**src/rtl/rws_pkg.sv**
```systemverilog
package rws_pkg;
  typedef enum logic [1:0] {
    RWS_IDLE   = 2'd0,
    RWS_WAIT   = 2'd1,
    RWS_ACTIVE = 2'd2
  } rws_state_e;

  localparam int RWS_GEAR = 2;
endpackage

```
**src/rtl/rws_span_calc.sv**
```systemverilog
module rws_span_calc #(
  parameter int CNT_W  = 3,
  parameter int SPAN_W = CNT_W + 2
) (
  input  logic              burst_kind,
  input  logic [CNT_W-1:0]  burst_cnt,
  input  logic              half_phase,
  output logic [SPAN_W-1:0] span
);
  // cycles of the window: beats/4, plus one when shifted by a slot
  function automatic logic [SPAN_W-1:0] window_span(
    input logic             kind,
    input logic [CNT_W-1:0] cnt,
    input logic             half
  );
    logic [SPAN_W-1:0] bursts;
    logic [SPAN_W-1:0] cycles;
    bursts = SPAN_W'(cnt) + SPAN_W'(1);
    cycles = kind ? (bursts << 1) : bursts;
    return cycles + SPAN_W'(half);
  endfunction

  assign span = window_span(burst_kind, burst_cnt, half_phase);
endmodule

```
**src/rtl/rws_sequencer.sv**
```systemverilog
module rws_sequencer
  import rws_pkg::*;
#(
  parameter int DLY_W  = 4,
  parameter int SPAN_W = 5
) (
  input  logic              clk,
  input  logic              rst_n,
  input  logic              rd_cmd,
  input  logic [DLY_W-1:0]  delay_cycles,
  input  logic [SPAN_W-1:0] span_in,
  input  logic              half_in,
  output rws_state_e        state,
  output logic [SPAN_W-1:0] slot_idx,
  output logic [SPAN_W-1:0] span_q,
  output logic              half_q,
  output logic              accept,
  output logic              reject,
  output logic              cmd_err
);
  logic [DLY_W-1:0] wait_cnt;
  logic             idx_at_end;

  assign accept     = rd_cmd && (state == RWS_IDLE);
  assign reject     = rd_cmd && (state != RWS_IDLE);
  assign idx_at_end = (slot_idx == span_q - SPAN_W'(1));

  always_ff @(posedge clk) begin
    if (!rst_n) begin
      state    <= RWS_IDLE;
      wait_cnt <= '0;
      slot_idx <= '0;
      span_q   <= '0;
      half_q   <= 1'b0;
      cmd_err  <= 1'b0;
    end else begin
      cmd_err <= reject;
      unique case (state)
        RWS_IDLE: begin
          if (accept) begin
            span_q   <= span_in;
            half_q   <= half_in;
            slot_idx <= '0;
            if (delay_cycles == '0) begin
              state <= RWS_ACTIVE;
            end else begin
              state    <= RWS_WAIT;
              wait_cnt <= delay_cycles - DLY_W'(1);
            end
          end
        end
        RWS_WAIT: begin
          if (wait_cnt == '0) state <= RWS_ACTIVE;
          else                wait_cnt <= wait_cnt - DLY_W'(1);
        end
        RWS_ACTIVE: begin
          if (idx_at_end) begin
            state    <= RWS_IDLE;
            slot_idx <= '0;
          end else begin
            slot_idx <= slot_idx + SPAN_W'(1);
          end
        end
        default: state <= RWS_IDLE;
      endcase
    end
  end
endmodule

```
**src/rtl/rws_pattern.sv**
```systemverilog
module rws_pattern
  import rws_pkg::*;
(
  input  logic                active,
  input  logic                first,
  input  logic                last,
  input  logic                half,
  output logic [RWS_GEAR-1:0] bits
);
  // slot 0 is dropped at the head of a shifted window, the last slot at its tail
  for (genvar b = 0; b < RWS_GEAR; b++) begin : g_slot
    if (b == 0) begin : g_lead
      assign bits[b] = active && !(half && first);
    end else if (b == RWS_GEAR - 1) begin : g_trail
      assign bits[b] = active && !(half && last);
    end else begin : g_mid
      assign bits[b] = active;
    end
  end
endmodule

```
**src/rtl/read_window_strobe.sv**
```systemverilog
module read_window_strobe
  import rws_pkg::*;
#(
  parameter int CNT_W = 3,
  parameter int DLY_W = 4
) (
  input  logic             clk,
  input  logic             rst_n,
  input  logic             rd_cmd,
  input  logic             burst_kind,
  input  logic [CNT_W-1:0] burst_cnt,
  input  logic [DLY_W-1:0] delay_cycles,
  input  logic             half_phase,
  output logic [1:0]       read_bits,
  output logic             busy,
  output logic             cmd_err
);
  localparam int SPAN_W = CNT_W + 2;

  logic [SPAN_W-1:0] span_in;
  logic [SPAN_W-1:0] span_q;
  logic [SPAN_W-1:0] slot_idx;
  logic              half_q;
  logic              accept;
  logic              reject;
  rws_state_e        state;

  // named window events, used by the pattern and the checker
  logic win_active;
  logic win_first;
  logic win_last;

  rws_span_calc #(.CNT_W(CNT_W), .SPAN_W(SPAN_W)) u_span (
    .burst_kind (burst_kind),
    .burst_cnt  (burst_cnt),
    .half_phase (half_phase),
    .span       (span_in)
  );

  rws_sequencer #(.DLY_W(DLY_W), .SPAN_W(SPAN_W)) u_seq (
    .clk          (clk),
    .rst_n        (rst_n),
    .rd_cmd       (rd_cmd),
    .delay_cycles (delay_cycles),
    .span_in      (span_in),
    .half_in      (half_phase),
    .state        (state),
    .slot_idx     (slot_idx),
    .span_q       (span_q),
    .half_q       (half_q),
    .accept       (accept),
    .reject       (reject),
    .cmd_err      (cmd_err)
  );

  assign win_active = (state == RWS_ACTIVE);
  assign win_first  = win_active && (slot_idx == '0);
  assign win_last   = win_active && (slot_idx == span_q - SPAN_W'(1));
  assign busy       = (state != RWS_IDLE);

  rws_pattern u_pat (
    .active (win_active),
    .first  (win_first),
    .last   (win_last),
    .half   (half_q),
    .bits   (read_bits)
  );
endmodule

```
**config.mk**
```make
export PLATFORM = sky130hd
export DESIGN_NAME = read_window_strobe
export DESIGN_NICKNAME = d
export VERILOG_FILES = /design/src/rtl/rws_pkg.sv /design/src/rtl/rws_span_calc.sv /design/src/rtl/rws_sequencer.sv /design/src/rtl/rws_pattern.sv /design/src/rtl/read_window_strobe.sv
export SDC_FILE = /design/constraint.sdc
export NUM_CORES = 1
export LEC_CHECK = 0
export ABC_CLOCK_PERIOD_IN_PS = 2230
export BUFFER_PORTS_ARGS = -buffer_cell sky130_fd_sc_hd__buf_2
export CAP_MARGIN = 40
export CORE_ASPECT_RATIO = 2
export CORE_MARGIN = 8
export CORE_UTILIZATION = 30
export CTS_BUF_LIST = sky130_fd_sc_hd__clkbuf_8
export DETAILED_ROUTE_END_ITERATION = 6
export PLACE_DENSITY = 0.54
export SLEW_MARGIN = 10
export SYNTH_ARGS = -nofsm -noshare
export SYNTH_HDL_FRONTEND = slang
export SYNTH_HIERARCHICAL = 1
export SYNTH_SLANG_ARGS = --single-unit
```
**constraint.sdc**
```tcl
create_clock -name clk -period 2.23 [get_ports clk]
set_input_delay 0.446 -clock clk [delete_from_list [all_inputs] [get_ports clk]]
set_output_delay 0.446 -clock clk [all_outputs]
set_load 0.03 [all_outputs]
```
Word level (Yosys, flattened, before mapping)
Cells that the tools add are included.
{ "totals": {"output_inout_bits": 4, "elab_cells": 54, "in_bits": 12, "reg_bits": 18} }
{ "classes": {"n_addsub": 6, "n_eq_ne": 8, "muxes": 13, "n_reduce_logical": 21} }
{ "ops": {"columns": ["operator", "count"], "rows": [
  ["5-bit two-way mux", 3],
  ["4-bit two-way mux", 3],
  ["5-bit one-hot mux with 2 select lines", 1],
  ["1-bit logical AND", 8],
  ["4-bit logical NOT", 2],
  ["2-bit two-way mux", 4],
  ["2-bit != test (second input constant)", 4],
  ["4-bit one-hot mux with 2 select lines", 1],
  ["4-bit by 1-bit subtractor with 4-bit output (second input constant)", 2],
  ["2-bit one-hot mux with 3 select lines", 1],
  ["2-bit nonzero test", 3],
  ["5-bit by 1-bit adder with 5-bit output", 1],
  ["5-bit by 1-bit adder with 5-bit output (second input constant)", 1],
  ["5-bit equality test", 1],
  ["5-bit logical NOT", 1],
  ["5-bit by 1-bit subtractor with 5-bit output (second input constant)", 1],
  ["3-bit by 1-bit adder with 4-bit output (second input constant)", 1],
  ["2-bit AND reduction", 2],
  ["4-bit AND reduction", 1],
  ["3-bit AND reduction", 1],
  ["2-bit by 1-bit equality test with 1-bit output (second input constant)", 1],
  ["2-bit equality test (second input constant)", 1],
  ["1-bit logical NOT", 2],
  ["2-bit logical NOT", 1],
  ["2-bit by 1-bit != test with 1-bit output (second input constant)", 1]
]} }

Depth between registers and ports, before layout
Gate-level depths: netlist (run 1).
{ "logic_depth": {"word_depth": 6, "ltp_mapped": 10, "mapped_depth_nobuf": 9} }

Hierarchy
Netlist (run 1), hierarchy kept.
{ "modules_own_cells": {"columns": ["module", "area_per_inst_um2", "seq_area_each_um2", "n_inst", "cells_each"], "rows": [
  ["rws_sequencer", 1019.7, 360.3, 1, 119],
  ["rws_span_calc", 291.5, 0.0, 1, 35],
  ["read_window_strobe", 171.4, 0.0, 1, 22],
  ["rws_pattern", 18.8, 0.0, 1, 2]
]} }

Worst setup path before layout (run 1)
Ideal clock, no wire load.
{ "synth_timing": {"path_kind": "register to output", "start": "register u_seq.span_q[0]", "end": "output port read_bits[1]", "arrival_ns": 1.880, "slack_ns": -0.096, "required_time_ns": 1.784, "path_stages_with_launch": 8, "n_path_buf": 0, "path_cell_list": "dfxtp_1 > inv_1 > ha_1 > or2b_1 > a21o_1 > a31oi_1 > a2111oi_2 > a21boi_1"} }
{ "synth_via": {"elab_chain_len": 6} }
{ "synth_rtl": {"columns": ["element", "line_no", "text"], "rows": [
  ["start, declared", "rws_sequencer.sv:15", "output logic [SPAN_W-1:0] span_q,"],
  ["start signal, assigned", "rws_sequencer.sv:41", "span_q <= span_in;"],
  ["5-bit by 1-bit subtractor with 5-bit output", "read_window_strobe.sv:58", "assign win_last = win_active && (slot_idx == span_q - SPAN_W'(1));"],
  ["5-bit equality test", "read_window_strobe.sv:58", null],
  ["1-bit logical AND", "read_window_strobe.sv:58", null],
  ["net win_last", "read_window_strobe.sv:31", "logic win_last;"],
  ["1-bit logical AND", "rws_pattern.sv:15", "assign bits[b] = active && !(half && last);"],
  ["1-bit logical NOT", "rws_pattern.sv:15", null],
  ["1-bit logical AND", "rws_pattern.sv:15", null],
  ["end, declared", "read_window_strobe.sv:14", "output logic [1:0] read_bits,"]
]} }
The timed path passes the listed nets, and every way through them passes these cells.

Final worst setup path (run 1)
{ "layout_timing": {"start": "register u_seq.span_q[1]", "end": "output port read_bits[1]"} }
Same word-level chain as after synthesis.

==> results of run 1 <==
-- state kept, by name, indices dropped and copies added, names as in the netlist --
| name | flops |
|---|---|
| u_seq/cmd_err | 1 |
| u_seq/state | 2 |
| u_seq/slot_idx | 5 |
| u_seq/span_q | 5 |
| u_seq/half_q | 1 |
| u_seq/wait_cnt | 4 |
-- through the flow --
step | total power [uW] | TNS [ns] | area (um^2)
floorplan | 669 | 0 | 1510
global placement | 761 | 0 | 1690
finish | 1050 | -0.000570 | 1800
global route | 1120 | -0.0861 | 1800
detailed placement | 764 | 0 | 1690
CTS | 1060 | 0 | 1780
-- logic make-up (layout without fill, tap and decap cells) --
kind of cell	Yosys count	count (layout)	share of synthesized area
buffers and inverters	17	43	0.0608
XOR/XNOR	13	13	0.0758
multiplexers	5	5	0.0333
AND/OR/NAND/NOR	71	71	0.281
adder cells (fa/ha/maj)	7	7	0.0583
AO/OA/AOI/OAI	47	47	0.251
flip-flops	18	18	0.240
-- worst max path at each step --
stage                     from            to  slack, ns
6_report       u_seq/span_q[1]  read_bits[1]    -0.0006
5_1_grt        u_seq/span_q[1]  read_bits[1]      -0.09
4_1_cts        u_seq/span_q[0]  read_bits[1]      0.005
3_5_place_dp   u_seq/span_q[1]  read_bits[1]        0.1
3_3_place_gp   u_seq/span_q[1]  read_bits[1]       0.14
2_1_floorplan  u_seq/span_q[0]  read_bits[1]       0.07
-- layout by cell type, fill, tap and decap left out, types with 3 or more instances in the layout --
cell type  instances
nand2_1           25
dfxtp_1           16
buf_2             14
buf_4             13
xnor2_1            8
inv_1              7
a21boi_0           7
nor2b_1            6
nor2_1             6
ha_1               6
xor2_1             5
o211ai_1           5
mux2i_1            5
clkbuf_8           4
nand3_1            4
o21ai_1            4
a21oi_1            4
inv_2              3
nor3_1             3
nand4_1            3
-- routing by layer --
metal	up-vias	track usage	part of all wire
li1	687	-	-
met3	6	0.00678	0.015
met4	0	0.0502	0.027
met2	17	0.175	0.56
met1	591	0.101	0.40
met5	-	0	0
-- worst max-delay path, cell delays in order, from the launching register on --
cell	delay (ns)
dfxtp_2	0.32
inv_2	0.06
ha_4	0.13
buf_6	0.09
nand2b_4	0.06
nor4b_4	0.29
a31oi_2	0.07
a2111oi_2	0.27
a21boi_2	0.09
buf_6	0.15
-- layout make-up --
type	instances	area, um^2	area share
Tap cell	57	71.3	0.0396
Sequential cell	18	363	0.201
Clock buffer	4	55.1	0.0305
Timing Repair Buffer	29	190	0.105
Multi-Input combinational cell	143	1090	0.602
Inverter	10	37.5	0.0208
-- power by group --
part / switching [uW] / internal (uW)
Combinational: 211 / 186
Sequential: 32.0 / 352
Clock: 110 / 157
Total: 353 / 695
-- what timing repair did --
item,CTS,global route
resized for setup,8,3
endpoints found under the setup margin,1,1
buffers inserted,2,0
pin swaps,3,0
==> results.md, run 1 <==
- Die Y: 116 um
- # rows: 36
- CORE AREA: 4860 um^2
- Minimum clock period: 2.23 ns
- Vias in the first global route: 1292
- Final Util: 0.371
- Hold depth: 3
- Root buf cell: clkbuf_8
- First-pass DRT Iterations: 6
- Clk_lat worst skew: 0.25 ns
- Most used DFF post-synth: dfxtp_1
- Starting Density: 0.309
- WS Path Type: reg2out
- Status: complete, but fails checks
- Yosys top cell area share: 0.240
- Peak supply drop: roughly 0.28 mV
- Placed insts: 255
- Nets: approximately 220
- Post-DP HPWL: 2.69 mm
- Vias: around 1300
- # clock sinks: 18
- Startpoint Class: register
- Num CTS Buffers: 3
- RR Endpoint: u_seq/slot_idx[2]
- Relative slew slack: 0.702
- TritonCTS clock tree: yes
- Wire length of the first global-routing pass: 5.84 mm
- Hold crit path type: in2reg
- Largest net degree at the start of global routing: 18
- Top cells by area, synth: dfxtp_1 24%, nand2_1 6.3%, ha_1 5.8%, xnor2_1 4.7%, a21boi_0 3.5%
- Most frequent cell after synthesis: nand2_1
- Max Cap Viol: 0
- Hold WS: 0.468 ns
- Clock buffer depth: 2
- Max-slew violation count: 0
- Worst slew pin tran: 0.444 ns
- Post-synth ARST share: 0
- Initial antenna violation count: 0
- Final Hold Viols: 0
- Crit end category: output port
- Layout area overhead: 20.1%
- EDFF count, synth: 0
- WP data required: 1.78 ns
- Power Density: 581 nW/um^2
- Htree depth: 1
- Port Buffers: 15
- Failing checks: setup timing
- Drt initial violations: 35
- Synth Warn #: 6
- Fmax: ~0.45 GHz
- Via density: 4.98
- Post-route ant nets: 0
- CP arrival: roughly 1.8 ns
- DR WL/cell: 13.2 um
- Die area: roughly 7700 um^2
- Post-synthesis sequential area ratio: 0.240
- Cell taking the most area after synthesis: dfxtp_1
- RSZ-0062 raised after global routing: true
- DRT Wirelength: 3.45 mm
- Share of layout cells above drive strength 1: 0.294
- ANT cells: 0
- Mapped Avg Cell Area: 8.44 um^2
- Period utilization: 1.00
- Fillers: 535
- Final Setup Violations: 1
- R2R depth: 8
- Synthesized flop and latch total: 18
- Mapped Cells: 178
- # DRC: 0
- PnR worst setup slack: -0.000570 ns
- Post-Syn Area: 1500 um^2
- Max Clock Skew: 0.00574 ns
- Crit path max fanout: 3
- Mapped Nets: 197
- Finished Layout Cells: roughly 260
- Lkg Pwr: 0.000729 uW
- GPL Wtd Cong: 0.778
- Number of I/O pins: 16
- Crit Reg-Reg Startpoint: u_seq/span_q[0]
- Die width: 66.0 um
- Place WS: 0.0989 ns
- Most frequent cells after synthesis: 25 x nand2_1, 18 x dfxtp_1, 9 x inv_1, 8 x xnor2_1
- Worst R2R Setup Slack: 0.41 ns
- WHS Endpoint: u_seq/half_q
- Clock slew at the register clock pins of the worst setup and hold paths: 0.07 ns
- Hold Crit Start: half_phase
- Hold_buf cts: 0
- GRT Total Usage: 0.0947
- Cell variety after synth: 62
- GRT overflow: 0
(Power assumes the default switching activity.)
==> run 2: changes to the inputs <==
Settings changed: ABC_CLOCK_PERIOD_IN_PS 2230 to 2530, GPL_TIMING_DRIVEN from default to 0, MAX_ROUTING_LAYER from default to met4.
Clock period 2.23 ns to 2.53 ns, I/O delays scaled along.
==> results.md, run 2 (synthesis results as in run 1) <==
- WP data required: 2.02 ns (was 1.78 ns)
- Drt initial violations: 24 (was 35)
- Placed cell area: 1650 um^2 (was 1690 um^2)
- Final Setup Violations: 0 (was 1)
- Die width: 66.0 um (unchanged)
- GRT overflow: 0 (unchanged)
- Layout area overhead: 15.8% (was 20.1%)
- Power Density: 520 nW/um^2 (was 581 nW/um^2)
- Wire length of the first global-routing pass: 6.06 mm (was 5.84 mm)
- Final Util: 0.358 (was 0.371)
- Crit path max fanout: 6 (was 3)
- Finished Layout Cells: 255 (was 261)
- Worst slew pin tran: 0.419 ns (was 0.444 ns)
- Share of layout cells above drive strength 1: 0.242 (was 0.294)
- Clk network pwr share: 0.261 (was 0.255)
- Hold_buf cts: 0 (unchanged)
- Commonest non-fill, non-tap cell in the layout: nand2_1 (unchanged)
- Most frequent cells in the layout: 25 x nand2_1, 16 x dfxtp_1, 15 x buf_2, 9 x inv_1, 8 x xnor2_1 (was 25 x nand2_1, 16 x dfxtp_1, 14 x buf_2, 13 x buf_4, 8 x xnor2_1)
- PnR worst setup slack: 0.153 ns (was -0.000570 ns)
- Final Hold Viols: 0 (unchanged)
- TritonCTS clock tree: yes (unchanged)
- DRT Wirelength: 3.49 mm (was 3.45 mm)
- ANT cells: 0 (unchanged)
- GPL Wtd Cong: 0.817 (was 0.778)
- Die area: 7660 um^2 (unchanged)
- Period utilization: 0.939
- Post-route ant nets: 0 (unchanged)
- Clock buffer depth: 2 (unchanged)
- Fmax: 0.421 GHz
- Largest net degree at the start of global routing: 11 (was 18)
- RSZ-0062 raised after global routing: false (was true)
- Combinational group share of total power: 0.358 (was 0.378)
- Post-route cell area: 1740 um^2 (was 1800 um^2)
- # rows: 36 (unchanged)
- Number of I/O pins: 16 (unchanged)
- Vias: 1311 (was 1301)
- Port Buffers: 15 (unchanged)
- Htree depth: 1 (unchanged)
- Crit end category: output port (unchanged)
- Cell internal pwr: 597 uW (was 695 uW)
- Starting Density: 0.309 (unchanged)
- Max Cap Viol: 0 (unchanged)
- Lkg Pwr: 0.000687 uW (was 0.000729 uW)
- # clock sinks: 18 (unchanged)
- Initial antenna violation count: 0 (unchanged)
- Die Y: 116 um (unchanged)
- Post-DP HPWL: 2.73 mm (was 2.69 mm)
- WS Path Type: reg2out (unchanged)
- Startpoint Class: register (unchanged)
- Root buf cell: clkbuf_8 (unchanged)
- Flop pwr share: 0.381 (was 0.367)
- DR WL/cell: 13.7 um (was 13.2 um)
- Vias in the first global route: 1376 (was 1292)
- Sw Share: 0.340 (was 0.337)
- Clk_lat worst skew: 0.25 ns (about the same)
- Num CTS Buffers: 3 (unchanged)
- Psw: 308 uW (was 353 uW)
- Status: finished, final reports clean (was complete, but fails checks)
- First-pass DRT Iterations: 4 (was 6)
- Minimum clock period: 2.38 ns
- CP arrival: 1.87 ns (was 1.78 ns)
- Clock slew at the register clock pins of the worst setup and hold paths: 0.07 ns (about the same)
- GRT Total Usage: 0.0999 (was 0.0947)
- Relative slew slack: 0.721 (was 0.702)
- Nets: 218 (was 224)
- # DRC: 0 (unchanged)
- Hold crit path type: reg2reg (was in2reg)
- Placed insts: 250 (was 255)
- Peak supply drop: 0.193 mV (was 0.276 mV)
- Setup TNS: 0 ns (was -0.000570 ns)
- Max-slew violation count: 0 (unchanged)
- Place WS: 0.124 ns (was 0.0989 ns)
- Top Registers: u_seq/slot_idx x5, u_seq/span_q x5, u_seq/wait_cnt x4 (unchanged)
- Max Clock Skew: 0.00311 ns (was 0.00574 ns)
- CORE AREA: 4860 um^2 (unchanged)
- Via density: 5.14 (was 4.98)
-- run 2: cell type report --
class / count / area [um^2]
Fill cell: 542 / 3130
Multi-Input combinational cell: 143 / 1070
Sequential cell: 18 / 368
Timing Repair Buffer: 16 / 85.1
Tap cell: 57 / 71.3
Clock buffer: 4 / 55.1
Buffer: 7 / 53.8
Inverter: 10 / 37.5
-- run 2: stage by stage --
step	hold WS, ns	total power, uW
after floorplan	0.471	588
after global routing	0.538	973
after global placement	0.500	661
after CTS	0.508	918
after detailed placement	0.504	665
final	0.506	905
-- run 2: timing repair --
action	4_1_cts	5_1_grt
setup endpoints to repair	1	1
buffers inserted	1	0
pin swaps	0	2
resized for setup	5	2
endpoints found under the hold margin	0	0
-- run 2: power by group through the flow --
| stage | logic, uW | clock network, uW | registers (uW) |
|---|---|---|---|
| floorplan | 243 | 0 | 345 |
| global placement | 307 | 0 | 353 |
| detailed placement | 311 | 0 | 354 |
| CTS | 322 | 251 | 345 |
| global route | 362 | 261 | 350 |
| finish | 324 | 236 | 345 |
-- run 2: worst paths after layout --
check	start	end	slack, ns	depth (start not counted)
worst max-delay path	u_seq/span_q[0]	read_bits[1]	0.15	6
worst min-delay path	u_seq/half_q	u_seq/half_q	0.51	2
worst min register to register	u_seq/half_q	u_seq/half_q	0.51	2
worst max register to register	u_seq/span_q[0]	u_seq/slot_idx[2]	0.70	8
-- run 2: metal layers --
metal	share of wire	vias up	wire length, um	GRT usage
li1	-	675	-	-
met1	0.39	620	1370	0.0956
met2	0.58	14	2020	0.196
met3	0.015	2	54	0.00678
met4	0.011	0	39	0.0387
met5	0	-	0	-
-- run 2: worst max-delay path, cell delays in order (launching register included) --
cell,delay [ns]
dfxtp_4,0.34
buf_4,0.15
nor3_1,0.34
o211ai_1,0.15
a2111oi_2,0.35
a21boi_1,0.10
buf_4,0.18
==> run 3: changes to the inputs <==
Settings changed: ABC_AREA from default to 1.
==> results.md, run 3 <==
- Power Density: 559 nW/um^2 (was 520 nW/um^2)
- Fmax: 0.440 GHz (was 0.421 GHz)
- CP arrival: 1.77 ns (was 1.87 ns)
- Post-route ant nets: 0 (unchanged)
- Total power: 932 uW (was 905 uW)
- # clock sinks: 18 (unchanged)
- Hold_buf cts: 0 (unchanged)
- GPL Wtd Cong: 0.777 (was 0.817)
- Worst slew pin tran: 0.384 ns (was 0.419 ns)
- Mapped Nets: 261 (was 197)
- Met2 Use GR: 0.169 (was 0.196)
- Drt initial violations: 41 (was 24)
- Crit end category: output port (unchanged)
- Htree depth: 1 (unchanged)
- Fillers: 574 (was 542)
- ANT cells: 0 (unchanged)
- Slowest stage delay, CP: 0.44 ns (was 0.35 ns)
- CP top delay family: flip-flops (was compound AO/OA/AOI/OAI gates)
- Crit path top cell by count: nor2_2 (was buf_4)
- Mapped Cells: 242 (was 178)
- Synth Warn #: 6 (unchanged)
- Post-DP HPWL: 2.63 mm (was 2.73 mm)
- Wire length of the first global-routing pass: 5.69 mm (was 6.06 mm)
- Die area: 7510 um^2 (was 7660 um^2)
- Lkg Pwr: 0.000838 uW (was 0.000687 uW)
- Final Hold Viols: 0 (unchanged)
- Peak supply drop: 0.514 mV (was 0.193 mV)
- Hold crit path type: reg2reg (unchanged)
- Die width: 65.4 um (was 66.0 um)
- Post-CTS Setup Bufs: 0 (was 1)
- Nets: 281 (was 218)
- WS Path Type: reg2out (unchanged)
- Port Buffers: 15 (unchanged)
- Initial antenna violation count: 0 (unchanged)
- Max-slew violation count: 0 (unchanged)
- Number of I/O pins: 16 (unchanged)
- RSZ-0062 raised after global routing: false (unchanged)
- Clock buffer depth: 2 (unchanged)
- First-pass DRT Iterations: 4 (unchanged)
- Slowest cell on the critical path: dfxtp_1 (was a2111oi_2)
- Via density: 4.66 (was 5.14)
- TritonCTS clock tree: yes (unchanged)
- # rows: 36 (unchanged)
- Vias: 1483 (was 1311)
- Post-Syn Area: 1470 um^2 (was 1500 um^2)
- Starting Density: 0.307 (was 0.309)
- CORE AREA: 4770 um^2 (was 4860 um^2)
- Cells along the critical path: inv_2, ha_1, xnor2_1, nor2_2, nand2_1, nor2_2, a21oi_1, buf_2 (was buf_4, nor3_1, o211ai_1, a2111oi_2, a21boi_1, buf_4)
- Mapped Avg Cell Area: 6.05 um^2 (was 8.44 um^2)
- Gr busiest metal: met2 (unchanged)
- Minimum clock period: 2.27 ns (was 2.38 ns)
- Num CTS Buffers: 3 (unchanged)
- Period utilization: 0.898 (was 0.939)
- Layout area overhead: 13.7% (was 15.8%)
- # DRC: 0 (unchanged)
- Clk_lat worst skew: 0.25 ns (about the same)
- WP data required: 2.02 ns (about the same)
- Setup TNS: 0 ns (unchanged)
- Commonest non-fill, non-tap cell in the layout: nand2_1 (unchanged)
- Die Y: 115 um (was 116 um)
- Final Setup Violations: 0 (unchanged)
- DRT Wirelength: 3.16 mm (was 3.49 mm)
- Relative slew slack: 0.744 (was 0.721)
- Largest net degree at the start of global routing: 11 (unchanged)
- Finished Layout Cells: 318 (was 255)
- Max Cap Viol: 0 (unchanged)
- Sum of buffers and inverters on the critical path: 2 (unchanged)
- Root buf cell: clkbuf_8 (unchanged)
- Vias in the first global route: 1442 (was 1376)
- Status: finished, final reports clean (unchanged)
- GRT overflow: 0 (unchanged)
- GRT Total Usage: 0.0928 (was 0.0999)
- Placed insts: 314 (was 250)
- Resized cells post-CTS: 0 (was 5)
- Met1 Use GR: 0.0997 (was 0.0956)
- Clock slew at the register clock pins of the worst setup and hold paths: 0.07 ns (about the same)
- Share of layout cells above drive strength 1: 0.184 (was 0.242)
- Top Registers: u_seq/slot_idx x5, u_seq/span_q x5, u_seq/wait_cnt x4 (unchanged)
- Crit path max fanout: 5 (was 6)
- Startpoint Class: register (unchanged)
- Max Clock Skew: 0.00352 ns (was 0.00311 ns)
- Most frequent cells in the layout: 76 x nand2_1, 38 x inv_1, 19 x nor2_1, 18 x dfxtp_1, 17 x nand3_1 (was 25 x nand2_1, 16 x dfxtp_1, 15 x buf_2, 9 x inv_1, 8 x xnor2_1)
- DR WL/cell: 9.92 um (was 13.7 um)
- Met3 track demand over resource: 0.0137 (was 0.00678)
run 3: cell count changes in the layout (fill, tap and decap cells not counted), sizes merged, moves of 6 or more:
cell / before / now
nor2: 6 / 23
nor2b: 6 / 0
a21oi: 5 / 16
inv: 10 / 45
o21ai: 5 / 14
nand3: 5 / 20
xnor2: 8 / 2
a21boi: 10 / 0
nand2: 26 / 81
run 3: layout make-up:
cell class	instances	area, um^2	area share
Tap cell	57	71.3	0.0428
Buffer	2	8.76	0.00526
Sequential cell	18	360	0.216
Timing Repair Buffer	15	75.1	0.0450
Clock buffer	4	55.1	0.0330
Multi-Input combinational cell	177	925	0.555
Inverter	45	171	0.103
run 3: where the power goes:
| group | leakage (uW) | switching [uW] | internal, uW | total [uW] |
|---|---|---|---|---|
| Clock | 0.0000288 | 96.4 | 138 | 234 |
| Sequential | 0.000148 | 42.4 | 314 | 356 |
| Combinational | 0.000662 | 212 | 129 | 341 |
run 3: metrics by stage:
| step | cell area [um^2] | utilization | worst slack [ns] | hold slack, ns |
|---|---|---|---|---|
| 6_report | 1670 | 0.349 | 0.257 | 0.503 |
| 5_1_grt | 1670 | 0.349 | 0.155 | 0.532 |
| 4_1_cts | 1670 | 0.349 | 0.250 | 0.505 |
| 3_5_place_dp | 1610 | 0.338 | 0.526 | 0.492 |
| 3_3_place_gp | 1610 | 0.338 | 0.555 | 0.488 |
| 2_1_floorplan | 1470 | - | 0.486 | 0.473 |
run 3: metal layers:
metal / vias to the layer above / wire length (um) / share of wire
met3: 2 / 64 / 0.020
met1: 672 / 1470 / 0.47
met5: - / 0 / 0
li1: 798 / - / -
met2: 11 / 1590 / 0.50
met4: 0 / 30 / 0.0095
run 3: worst paths after layout:
| check | start | end | slack (ns) | depth (start not counted) |
|---|---|---|---|---|
| worst max-delay path | u_seq/span_q[0] | read_bits[1] | 0.26 | 8 |
| worst max register to register | u_seq/span_q[0] | u_seq/state[1] | 0.85 | 11 |
| worst min-delay path | u_seq/wait_cnt[0] | u_seq/wait_cnt[0] | 0.50 | 2 |
| worst min register to register | u_seq/wait_cnt[0] | u_seq/wait_cnt[0] | 0.50 | 2 |
run 3: tightest hold or removal path, cell delays in order, from the launching register on:
cell,delay (ns)
dfxtp_1,0.33
nand2_1,0.07
a21oi_1,0.06
